===== src/rtl/mw_pkg.sv =====
package mw_pkg;
  typedef enum logic [2:0] {PH_IDLE, PH_PRE, PH_CMD, PH_GAP, PH_DATA, PH_TERM} phase_e;
  typedef enum logic [1:0] {AR_IDLE, AR_WAIT, AR_HOLD} arb_e;
  typedef struct packed {
    logic cs;
    logic sk;
    logic di;
  } pins_t;
  // start bit followed by read opcode
  localparam logic [2:0] RD_OP = 3'b110;
endpackage


===== src/rtl/mw_tick_gen.sv =====
module mw_tick_gen #(
  parameter int unsigned HALF_CYC = 10
) (
  input  logic clk_i,
  input  logic rst_ni,
  input  logic en_i,
  output logic tick_o
);
  localparam int unsigned CW = (HALF_CYC > 1) ? $clog2(HALF_CYC) : 1;
  localparam logic [CW-1:0] LAST = CW'(HALF_CYC - 1);

  logic [CW-1:0] cnt_q;

  always_ff @(posedge clk_i or negedge rst_ni) begin
    if (!rst_ni)             cnt_q <= '0;
    else if (!en_i)          cnt_q <= '0;
    else if (cnt_q == LAST)  cnt_q <= '0;
    else                     cnt_q <= cnt_q + CW'(1);
  end

  assign tick_o = en_i && (cnt_q == LAST);

  if (HALF_CYC > 1) begin : g_gap
    a_r3_tick_spacing: assert property (@(posedge clk_i) disable iff (!rst_ni)
      tick_o |=> !tick_o);
  end
endmodule


===== src/rtl/mw_frame_seq.sv =====
module mw_frame_seq import mw_pkg::*; #(
  parameter int unsigned ADDR_W = 6,
  parameter int unsigned DATA_W = 16
) (
  input  logic              clk_i,
  input  logic              rst_ni,
  input  logic              go_i,
  input  logic              tick_i,
  input  logic [ADDR_W-1:0] addr_i,
  input  logic              do_i,
  output logic              active_o,
  output logic              fin_o,
  output logic [DATA_W-1:0] word_o,
  output logic              cs_o,
  output logic              sk_o,
  output logic              di_o
);
  localparam int unsigned CMD_W = ADDR_W + 4;
  localparam int unsigned LONG  = (CMD_W > DATA_W) ? CMD_W : DATA_W;
  localparam int unsigned IDX_W = $clog2(LONG);

  phase_e             phase_q, phase_d;
  logic [IDX_W-1:0]   idx_q, idx_d;
  logic               hi_q, hi_d;
  logic               fin_q, fin_d;
  logic               capture;
  logic [CMD_W-1:0]   cmd_q;
  logic [DATA_W-1:0]  word_q;
  pins_t              pins_q;

  function automatic pins_t pins_of(input phase_e ph, input logic [IDX_W-1:0] ix,
                                    input logic h, input logic [CMD_W-1:0] c);
    pins_t p;
    p = '0;
    case (ph)
      PH_PRE, PH_TERM: p.sk = h;
      PH_CMD: begin p.cs = 1'b1; p.sk = h; p.di = c[ix]; end
      PH_GAP:  p.cs = 1'b1;
      PH_DATA: begin p.cs = 1'b1; p.sk = h; end
      default: p = '0;
    endcase
    return p;
  endfunction

  always_comb begin
    phase_d = phase_q;
    idx_d   = idx_q;
    hi_d    = hi_q;
    fin_d   = 1'b0;
    capture = 1'b0;
    case (phase_q)
      PH_IDLE: if (go_i) begin phase_d = PH_PRE; hi_d = 1'b0; end
      PH_PRE: if (tick_i) begin
        if (!hi_q) hi_d = 1'b1;
        else begin phase_d = PH_CMD; hi_d = 1'b0; idx_d = IDX_W'(CMD_W - 1); end
      end
      PH_CMD: if (tick_i) begin
        if (!hi_q) hi_d = 1'b1;
        else if (idx_q == '0) begin phase_d = PH_GAP; hi_d = 1'b0; end
        else begin idx_d = idx_q - IDX_W'(1); hi_d = 1'b0; end
      end
      PH_GAP: if (tick_i) begin
        phase_d = PH_DATA; hi_d = 1'b0; idx_d = IDX_W'(DATA_W - 1);
      end
      PH_DATA: if (tick_i) begin
        if (!hi_q) hi_d = 1'b1;
        else begin
          capture = 1'b1;
          hi_d    = 1'b0;
          if (idx_q == '0) phase_d = PH_TERM;
          else             idx_d = idx_q - IDX_W'(1);
        end
      end
      PH_TERM: if (tick_i) begin
        if (!hi_q) hi_d = 1'b1;
        else begin phase_d = PH_IDLE; hi_d = 1'b0; fin_d = 1'b1; end
      end
      default: phase_d = PH_IDLE;
    endcase
  end

  always_ff @(posedge clk_i or negedge rst_ni) begin
    if (!rst_ni) begin
      phase_q <= PH_IDLE;
      idx_q   <= '0;
      hi_q    <= 1'b0;
      fin_q   <= 1'b0;
      cmd_q   <= '0;
      word_q  <= '0;
      pins_q  <= '0;
    end else begin
      phase_q <= phase_d;
      idx_q   <= idx_d;
      hi_q    <= hi_d;
      fin_q   <= fin_d;
      pins_q  <= pins_of(phase_d, idx_d, hi_d, cmd_q);
      if (go_i && phase_q == PH_IDLE) cmd_q <= {1'b0, RD_OP, addr_i};
      if (capture) word_q <= {word_q[DATA_W-2:0], do_i};
    end
  end

  assign active_o = (phase_q != PH_IDLE);
  assign fin_o    = fin_q;
  assign word_o   = word_q;
  assign cs_o     = pins_q.cs;
  assign sk_o     = pins_q.sk;
  assign di_o     = pins_q.di;

  a_r2_di_stable: assert property (@(posedge clk_i) disable iff (!rst_ni)
    (pins_q.sk && $past(pins_q.sk)) |-> $stable(pins_q.di));
  a_r4_cs_after_pre: assert property (@(posedge clk_i) disable iff (!rst_ni)
    $rose(pins_q.cs) |-> (!pins_q.sk && $past(pins_q.sk)));
  a_r6_fin_single: assert property (@(posedge clk_i) disable iff (!rst_ni)
    fin_q |=> !fin_q);
endmodule


===== src/rtl/mw_share_arb.sv =====
module mw_share_arb import mw_pkg::*; #(
  parameter int unsigned POLL_LIMIT = 4000
) (
  input  logic clk_i,
  input  logic rst_ni,
  input  logic start_i,
  input  logic share_i,
  input  logic gnt_i,
  input  logic finish_i,
  output logic req_o,
  output logic rel_o,
  output logic go_o,
  output logic timeout_o
);
  localparam int unsigned PW = (POLL_LIMIT > 1) ? $clog2(POLL_LIMIT) : 1;
  localparam logic [PW-1:0] LAST = PW'(POLL_LIMIT - 1);

  arb_e          state_q;
  logic [PW-1:0] cnt_q;
  logic          go_q, rel_q, to_q;

  always_ff @(posedge clk_i or negedge rst_ni) begin
    if (!rst_ni) begin
      state_q <= AR_IDLE;
      cnt_q   <= '0;
      go_q    <= 1'b0;
      rel_q   <= 1'b0;
      to_q    <= 1'b0;
    end else begin
      go_q  <= 1'b0;
      rel_q <= 1'b0;
      to_q  <= 1'b0;
      case (state_q)
        AR_IDLE: if (start_i) begin
          if (share_i) begin state_q <= AR_WAIT; cnt_q <= '0; end
          else go_q <= 1'b1;
        end
        AR_WAIT: begin
          if (gnt_i) begin
            state_q <= AR_HOLD;
            go_q    <= 1'b1;
          end else if (cnt_q == LAST) begin
            state_q <= AR_IDLE;
            rel_q   <= 1'b1;
            to_q    <= 1'b1;
          end else cnt_q <= cnt_q + PW'(1);
        end
        AR_HOLD: if (finish_i) begin
          state_q <= AR_IDLE;
          rel_q   <= 1'b1;
        end
        default: state_q <= AR_IDLE;
      endcase
    end
  end

  assign req_o     = (state_q != AR_IDLE);
  assign rel_o     = rel_q;
  assign go_o      = go_q;
  assign timeout_o = to_q;

  a_r10_rel_drops_req: assert property (@(posedge clk_i) disable iff (!rst_ni)
    rel_q |-> !req_o);
  a_r9_go_after_grant: assert property (@(posedge clk_i) disable iff (!rst_ni)
    (go_q && state_q == AR_HOLD) |-> $past(gnt_i));
  a_r11_rel_after_frame: assert property (@(posedge clk_i) disable iff (!rst_ni)
    (rel_q && !to_q) |-> $past(finish_i));
endmodule


===== src/rtl/mw_eeprom_reader.sv =====
module mw_eeprom_reader #(
  parameter int unsigned HALF_CYC   = 10,
  parameter int unsigned POLL_LIMIT = 4000,
  parameter int unsigned ADDR_W     = 6,
  parameter int unsigned DATA_W     = 16
) (
  input  logic              clk_i,
  input  logic              rst_ni,
  input  logic              start_i,
  input  logic              share_i,
  input  logic [ADDR_W-1:0] addr_i,
  output logic              busy_o,
  output logic              done_o,
  output logic              err_o,
  output logic              bad_o,
  output logic [DATA_W-1:0] data_o,
  output logic              ee_cs_o,
  output logic              ee_sk_o,
  output logic              ee_di_o,
  input  logic              ee_do_i,
  output logic              arb_req_o,
  input  logic              arb_gnt_i,
  output logic              arb_rel_o
);
  logic              busy_q, done_q, err_q, bad_q, share_q;
  logic [ADDR_W-1:0] addr_q;
  logic [DATA_W-1:0] data_q;
  logic              start_acc, end_evt;
  logic              go, tick, seq_active, seq_fin, arb_to, word_bad;
  logic [DATA_W-1:0] seq_word;

  assign start_acc = start_i && !busy_q;
  assign end_evt   = (seq_fin && !share_q) || arb_rel_o;
  assign word_bad  = (seq_word == '0) || (seq_word == '1);

  mw_share_arb #(.POLL_LIMIT(POLL_LIMIT)) u_arb (
    .clk_i, .rst_ni,
    .start_i  (start_acc),
    .share_i  (share_i),
    .gnt_i    (arb_gnt_i),
    .finish_i (seq_fin),
    .req_o    (arb_req_o),
    .rel_o    (arb_rel_o),
    .go_o     (go),
    .timeout_o(arb_to)
  );

  mw_tick_gen #(.HALF_CYC(HALF_CYC)) u_tick (
    .clk_i, .rst_ni,
    .en_i   (seq_active),
    .tick_o (tick)
  );

  mw_frame_seq #(.ADDR_W(ADDR_W), .DATA_W(DATA_W)) u_seq (
    .clk_i, .rst_ni,
    .go_i     (go),
    .tick_i   (tick),
    .addr_i   (addr_q),
    .do_i     (ee_do_i),
    .active_o (seq_active),
    .fin_o    (seq_fin),
    .word_o   (seq_word),
    .cs_o     (ee_cs_o),
    .sk_o     (ee_sk_o),
    .di_o     (ee_di_o)
  );

  always_ff @(posedge clk_i or negedge rst_ni) begin
    if (!rst_ni) begin
      busy_q  <= 1'b0;
      done_q  <= 1'b0;
      err_q   <= 1'b0;
      bad_q   <= 1'b0;
      share_q <= 1'b0;
      addr_q  <= '0;
      data_q  <= '0;
    end else begin
      done_q <= end_evt;
      if (start_acc) begin
        busy_q  <= 1'b1;
        share_q <= share_i;
        addr_q  <= addr_i;
      end else if (end_evt) begin
        busy_q <= 1'b0;
      end
      if (end_evt) begin
        err_q  <= arb_to;
        bad_q  <= !arb_to && word_bad;
        data_q <= arb_to ? '0 : seq_word;
      end
    end
  end

  assign busy_o = busy_q;
  assign done_o = done_q;
  assign err_o  = err_q;
  assign bad_o  = bad_q;
  assign data_o = data_q;

  a_r6_done_single: assert property (@(posedge clk_i) disable iff (!rst_ni)
    done_q |=> !done_q);
  a_r6_busy_fall: assert property (@(posedge clk_i) disable iff (!rst_ni)
    $fell(busy_q) |-> done_q);
  a_r7_addr_locked: assert property (@(posedge clk_i) disable iff (!rst_ni)
    (busy_q && $past(busy_q)) |-> $stable(addr_q));
  a_r9_frame_granted: assert property (@(posedge clk_i) disable iff (!rst_ni)
    $rose(ee_cs_o) |-> (!share_q || arb_req_o));
  a_r12_private_quiet: assert property (@(posedge clk_i) disable iff (!rst_ni)
    (busy_q && !share_q) |-> (!arb_req_o && !arb_rel_o));
endmodule


===== config.mk =====
export PLATFORM = sky130hd
export DESIGN_NAME = mw_eeprom_reader
export DESIGN_NICKNAME = d
export VERILOG_FILES = /design/src/rtl/mw_pkg.sv /design/src/rtl/mw_tick_gen.sv /design/src/rtl/mw_frame_seq.sv /design/src/rtl/mw_share_arb.sv /design/src/rtl/mw_eeprom_reader.sv
export SDC_FILE = /design/constraint.sdc
export NUM_CORES = 1
export LEC_CHECK = 0
export ABC_AREA = 0
export BUFFER_PORTS_ARGS = -buffer_cell sky130_fd_sc_hd__buf_2
export CAP_MARGIN = 20
export CORE_MARGIN = 10
export CORE_UTILIZATION = 30
export CTS_CLUSTER_SIZE = 8
export DETAILED_ROUTE_END_ITERATION = 10
export GPL_TIMING_DRIVEN = 0
export RECOVER_POWER = 50
export SYNTH_ARGS = -nofsm -noshare
export SYNTH_HDL_FRONTEND = slang
export SYNTH_SLANG_ARGS = --single-unit

===== constraint.sdc =====
create_clock -name clk_i -period 2.68 [get_ports clk_i]
set_clock_uncertainty 0.05 [all_clocks]
set_input_delay 0.536 -clock clk_i [delete_from_list [all_inputs] [get_ports clk_i]]
set_output_delay 0.536 -clock clk_i [all_outputs]
set_load 0.05 [all_outputs]

==> impl_results.md, run 1 <==
* Row cnt at 41
* # H-tree levels at 3
* CTS Buf Count at 9
* Critical path arrival at 2730 ps
* Synth top cells by count: dfrtp_1 (83), nand2_1 (39), o21ai_0 (30)
* Ys async rst share at 1.00
* CP max stage cell: mux4_2
* R2R Setup Slk at around 150 ps
* Outcome: complete, no violations
* Crit-path max FO at 5
* TritonCTS clock tree: done
* Pwr dens at between 800 and 900 nW/um^2
* Clock sinks at 83
* Worst Setup End Kind: flip-flop
* Ranking of synthesized cells by area: dfrtp_1 (53%), mux2_2 (7.2%), o21ai_0 (3.8%)
* Fin crit share at 0.943
* # diodes at 0
* Final hold vios at 0
* Leak at approximately 2.1 nW
* HP Start: addr_i[0]
* Sequential fraction of the synthesis area at 0.528
* Count of final setup violators at 0
* Final instance area at approximately 4600 sq um
* FF-to-FF Start: u_seq.idx_q[0]
* Setup ws final at approximately 150 ps
* Critical-path cell list: inv_1, ha_1, nor3b_2, a2111oi_2, o21ai_2, nand2_2, mux4_2, a221oi_2
* Global route overflow at 0
* Routed WL per cell at roughly 14 um
* Number of synthesized register bits at 83
* Pre-CTS WS at 91.7 ps
* Die area at roughly 18000 sq um
* Die width at approximately 130 um
* Synth cell types at just over 60
* Initial Util at 0.309
* Core area at ~13000 sq um
* Hold slack at ~380 ps
* Clock transition at path regs at around 60 ps
* Routed WL at between 8000 and 9000 um
* Worst hold path class: primary input to flip-flop
* Initial DRT Pass Iterations at 4
* IO Count at 37
* Vias per cell at ~4.7
* Clk root buf: clkbuf_16
* Vert. Die Dim at 135 um
* Post-synth top area share at 0.528
* Setup TNS at 0 ps
* Mean post-synth cell area at 10.4 sq um
* Dpl hpwl at about 6000 um
* Largest net degree at the start of global routing at 75
* Total power at between 3 and 4 mW
* CTS Buffer Depth at 2
* ANT nets after route at 0
* Fill cells at 1301
* Post-Syn Instances at around 380
* I/O Buffers at 36
* Peak supply drop at a little under 0.3 mV
* Tmin final at roughly 2500 ps
* Simple-Gate Fraction of Synth Area at 0.191
* Initial DRC Count at between 150 and 200
* Crit path kind: flip-flop to flip-flop
* Ratio of cells with drive above 1 in the final layout at 0.199
* XOR/XNOR Fraction of Synth Area at 0.0312
* Final #Nets at approximately 450
* GP Congestion at approximately 0.81
* Clk Latency, worst-skew pair at 340 ps
* Number of flops mapped to enable cells by yosys at 0
* Worst setup path startpoint: u_seq.idx_q[0]
* Final slew viol count at 0
* Top-count cell post-synth: dfrtp_1
* Main combinational cell family by area after synthesis: simple AND/OR/NAND/NOR gates
* Post-route DRC at 0
* Max Cap Viol at 0
* Syn Std Cell Area at about 3900 sq um
* Placement Cell Area at 4370 sq um
* Worst slew margin at 0.328
* Vias at between 2k and 3k
* Vias in the first global route at roughly 2.9k
* Area Overhead vs Synth at 18.2%
* Syn nets at about 400
* Required @ worst endpoint at roughly 2900 ps
* Mux cell area share after synthesis at 0.0798
* Initial antenna violation count at 0
* Max Clk Rate at 396 MHz
* Main synth FF type: dfrtp_1
* Yosys warning count at 0
* RSZ-0062 raised after global routing: no
* Largest area contributor in the netlist: dfrtp_1
* Adder-cell share of the synthesized area at 0.0254
* Global-route wire length before repair at around 14000 um
* Critical Path Max Stage Delay at 500 ps
* Compound-Gate Fraction of Synth Area at 0.108
* Worst setup SP type: flip-flop
* Gr usage total at 0.0960
* Worst-margin pin slew at about 1000 ps
-- metal layers --
layer  wire, um  part of all wire  GRT usage  vias up
met5          0                 0          0        -
met4        197             0.024     0.0568        0
met3        202             0.025     0.0182       14
met2       3820              0.47      0.148       41
met1       3970              0.48      0.123     1373
li1           -                 -          -     1410
-- sequential cells by signal, indices dropped and copies added (netlist names), 2 cells and up --
signal / count
u_arb.state_q: 2
u_seq.cmd_q: 7
data_o: 16
u_seq.word_o: 16
u_seq.idx_q: 4
u_tick.cnt_q: 4
u_seq.phase_q: 3
addr_q: 6
u_arb.cnt_q: 12
-- cells in the final DEF (no fill, tap or decap), types with 2 or more instances in the layout --
cell type / n
clkbuf_16: 9
inv_1: 24
buf_2: 33
clkinvlp_4: 3
nor4_1: 5
a211oi_1: 2
clkbuf_1: 16
a21o_1: 3
xor2_1: 11
o21ai_0: 30
o211ai_1: 2
nor2_1: 25
nand4_1: 8
ha_1: 8
nand3_1: 13
nand2b_1: 19
and4b_1: 2
nand3b_1: 2
xnor2_1: 3
dfrtp_1: 83
nor2b_1: 3
a21oi_1: 10
o31ai_1: 2
nor3_1: 5
or3_1: 2
a2111oi_2: 2
nand2_1: 39
and3_1: 4
mux2_2: 25
-- what timing repair did --
item                                    in CTS  in global routing
setup buffers                                0                  0
endpoints found under the setup margin       0                  4
hold buffers                                 1                  0
hold endpoints to repair                     9                  0
resized for setup                            0                  1
-- final timing paths --
| check | depth (start not counted) | end |
|---|---|---|
| min | 2 | addr_q[0] |
| min in group asynchronous | 2 | data_o[9] |
| max | 8 | u_seq.di_o |
| max in group asynchronous | 3 | u_seq.word_o[1] |
| min reg2reg | 2 | data_o[0] |
| max reg2reg | 8 | u_seq.di_o |
-- where the power goes --
part	total [mW]	internal [mW]	switching (mW)
clock	1.21	0.721	0.493
combinational	1.01	0.382	0.627
sequential	1.62	1.45	0.169
total	3.84	2.55	1.29
-- critical path, delay by kind of cell, from the launching register on --
kind	cells	cell delay, ps
muxes	1	500
buffers and inverters	1	70
AOI/OAI and AO/OA	3	830
and+or+nand+nor	2	290
DFF	1	450
adders and majority gates	1	230
-- cells by family after synthesis --
kind of cell / after synthesis
DFF: 83
adders and majority gates: 8
and+or+nand+nor: 141
muxes: 27
xor gates and xnor gates: 14
buffers and inverters: 38
AOI/OAI and AO/OA: 66
-- through the flow --
stage | util | cells
finish | 0.365 | 604
floorplan | - | 377
global placement | 0.340 | 585
global route | 0.365 | 604
detailed placement | 0.343 | 587
CTS | 0.367 | 604
-- area by class of cell --
class | count | area, sq um | area share
flip-flops and latches | 83 | 2080 | 0.447
repair buffers | 39 | 199 | 0.0428
well taps | 172 | 215 | 0.0463
multi-input cells | 256 | 1720 | 0.369
plain buffers | 13 | 51.3 | 0.0110
clock inverters | 6 | 66.3 | 0.0143
inverters | 25 | 93.8 | 0.0202
clock buffers | 10 | 229 | 0.0492
Note: power is estimated with default switching activity, not from simulation.
==> run 2, diff against run 1 <==
Clock period 2.68 ns to 3.2 ns, I/O delays scaled along.
==> impl_results.md, run 2 (same netlist as run 1, synthesis figures left out) <==
* Outcome: finished with violations
* Failing checks: max-capacitance violations, max-slew violations
* Final instance area at 4630 sq um (-0.32%)
* Routed WL at 8160 um (-0.33%)
* Global-route wire length before repair at 14100 um (unchanged)
* I/O Buffers at 36 (unchanged)
* Vias at 2853 (+0.53%)
* Fin crit share at 0.825 (-0.118)
* Count of final setup violators at 0 (unchanged)
* Delay-heaviest family, CP: compound AO/OA/AOI/OAI gates
* CP max stage cell: mux4_2
* Worst setup path endpoint: u_seq.di_o
* Layout Utilization at 0.364 (-0.00118)
* Final #Nets at 446 (-0.22%)
* Clk root buf: clkbuf_16
* FF-to-FF Start: u_seq.phase_q[2]
* Final hold vios at 0 (unchanged)
* Crit path kind: flip-flop to flip-flop
* R2r endpoint: u_seq.di_o
* Critical Path Max Stage Delay at 500 ps (about the same)
* Uppermost routed layer: met4
* Final slew viol count at 75 (+75)
* ANT nets after route at 0 (unchanged)
* IO Count at 37 (unchanged)
* Vias per cell at 4.73 (+0.70%)
* Clock sinks at 83 (unchanged)
* Initial Util at 0.309 (unchanged)
* Placement Cell Area at 4370 sq um (unchanged)
* Row cnt at 41 (unchanged)
* Area of the multi-input gates at 1710 sq um (-0.29%)
* CTS Buffer Depth at 2 (unchanged)
* Die width at 135 um (unchanged)
* Most frequent cells in the layout: dfrtp_1 (83), nand2_1 (39), buf_2 (35)
* Peak supply drop at 0.249 mV (-16%)
* Pwr dens at 693 nW/um^2 (-16%)
* Tmin final at 2640 ps (+112 ps)
* Die area at 18100 sq um (unchanged)
* Worst setup path startpoint: u_seq.phase_q[2]
* Worst-margin pin slew at 1780 ps (+772 ps)
* Worst slew margin at -0.187 (-0.515)
* Clk Latency, worst-skew pair at 340 ps (about the same)
* CTS Buf Count at 9 (unchanged)
* Most common cell after layout, fill and taps aside: dfrtp_1
* Gates resized, CTS repair at 0 (unchanged)
* Vert. Die Dim at 135 um (unchanged)
* Gr usage total at 0.0960 (unchanged)
* WL met2 at 3820 um (about the same)
* Leak at 2.15 nW (+0.13%)
* Fill cells at 1299 (-0.15%)
* Vias in the first global route at 2898 (-0.17%)
* # diodes at 0 (unchanged)
* Largest net degree at the start of global routing at 75 (unchanged)
* Setup Fix Bufs, Post-CTS at 0 (unchanged)
* Hold Buf Count CTS at 0 (-1)
* Max Clk Rate at 379 MHz (-4.2%)
* Ratio of cells with drive above 1 in the final layout at 0.202 (+0.00278)
* Met3 WL at 219 um (+8.4%)
* Reg area at 2080 sq um (unchanged)
* Core area at 12700 sq um (unchanged)
* RSZ-0062 raised after global routing: no
* Area Overhead vs Synth at 17.8%
* GP Congestion at 0.814 (unchanged)
* Met1 Routed Length at 3920 um (-1.2%)
* Initial antenna violation count at 0 (unchanged)
* Required @ worst endpoint at 3400 ps (+520 ps)
* Clock transition at path regs at 60 ps (about the same)
* Setup TNS at 0 ps (unchanged)
* Initial DRT Pass Iterations at 4 (unchanged)
* Cell count along the critical path at 7 (-1)
* Crit-path max FO at 8 (+3)
* Reg2reg path depth at 7 (-1)
* R2R Setup Slk at 560 ps (+410 ps)
* Dpl hpwl at 6090 um (unchanged)
* Critical-path cell list: clkbuf_1, or3b_1, a2111oi_2, o21ai_2, nand2_2, mux4_2, a221oi_2
* # H-tree levels at 3 (unchanged)
* Global route overflow at 0 (unchanged)
* Worst setup SP type: flip-flop
* Routed WL per cell at 13.5 um (-0.16%)
* Worst hold path class: primary input to async pin
* TritonCTS clock tree: done
* Max Cap Viol at 1 (+1)
* Worst path bufs/invs at 1 (unchanged)
* Post-route DRC at 0 (unchanged)
* Total power at 3.21 mW (-16%)
* Worst Setup End Kind: flip-flop
* Critical path arrival at 2840 ps (+110 ps)
* Initial DRC Count at 164 (-9.9%)
-- run 2: changes by cell type in the layout (fill, tap and decap cells not counted) --
| cell | delta |
|---|---|
| or2_0 | -1 |
| clkbuf_1 | -2 |
| clkbuf_4 | -1 |
| a2111oi_2 | -1 |
| clkbuf_2 | +1 |
| or2_1 | +1 |
| a2111oi_1 | +1 |
| buf_2 | +2 |
| dlygate4sd3_1 | -1 |
-- run 2: area by class of cell --
type | count | share of cell area
clock inverters | 6 | 0.0143
flip-flops and latches | 83 | 0.448
plain buffers | 13 | 0.0108
multi-input cells | 256 | 0.370
repair buffers | 38 | 0.0410
well taps | 172 | 0.0464
clock buffers | 10 | 0.0494
inverters | 25 | 0.0202
-- run 2: how the worst min path moves through the flow --
| stage | startpoint | endpoint | slack, ps | cells after the start |
|---|---|---|---|---|
| 6_report | rst_ni | data_o[9] | 200 | 1 |
| 5_1_grt | rst_ni | data_o[9] | 250 | 1 |
| 4_1_cts | rst_ni | data_o[11] | 80 | 1 |
| 3_5_place_dp | data_o[0] | data_o[0] | 420 | 2 |
| 3_3_place_gp | bad_o | bad_o | 410 | 1 |
| 2_1_floorplan | rst_ni | addr_q[0] | 290 | 0 |
-- run 2: routing by layer --
metal	up-vias	track usage
li1	1407	-
met1	1385	0.123
met2	47	0.148
met3	14	0.0182
met4	0	0.0568
met5	-	0
-- run 2: per-stage QoR --
step	setup slack [ps]	cells	hold WS, ps
6_report	561	603	204
2_1_floorplan	871	377	294
3_5_place_dp	612	587	418
5_1_grt	189	603	248
4_1_cts	582	603	78.9
3_3_place_gp	470	585	412
-- run 2: report_power, final --
group	switching (mW)	internal [mW]	leakage, nW
registers	0.141	1.21	1.10
clock network	0.413	0.604	0.135
logic	0.522	0.320	0.911
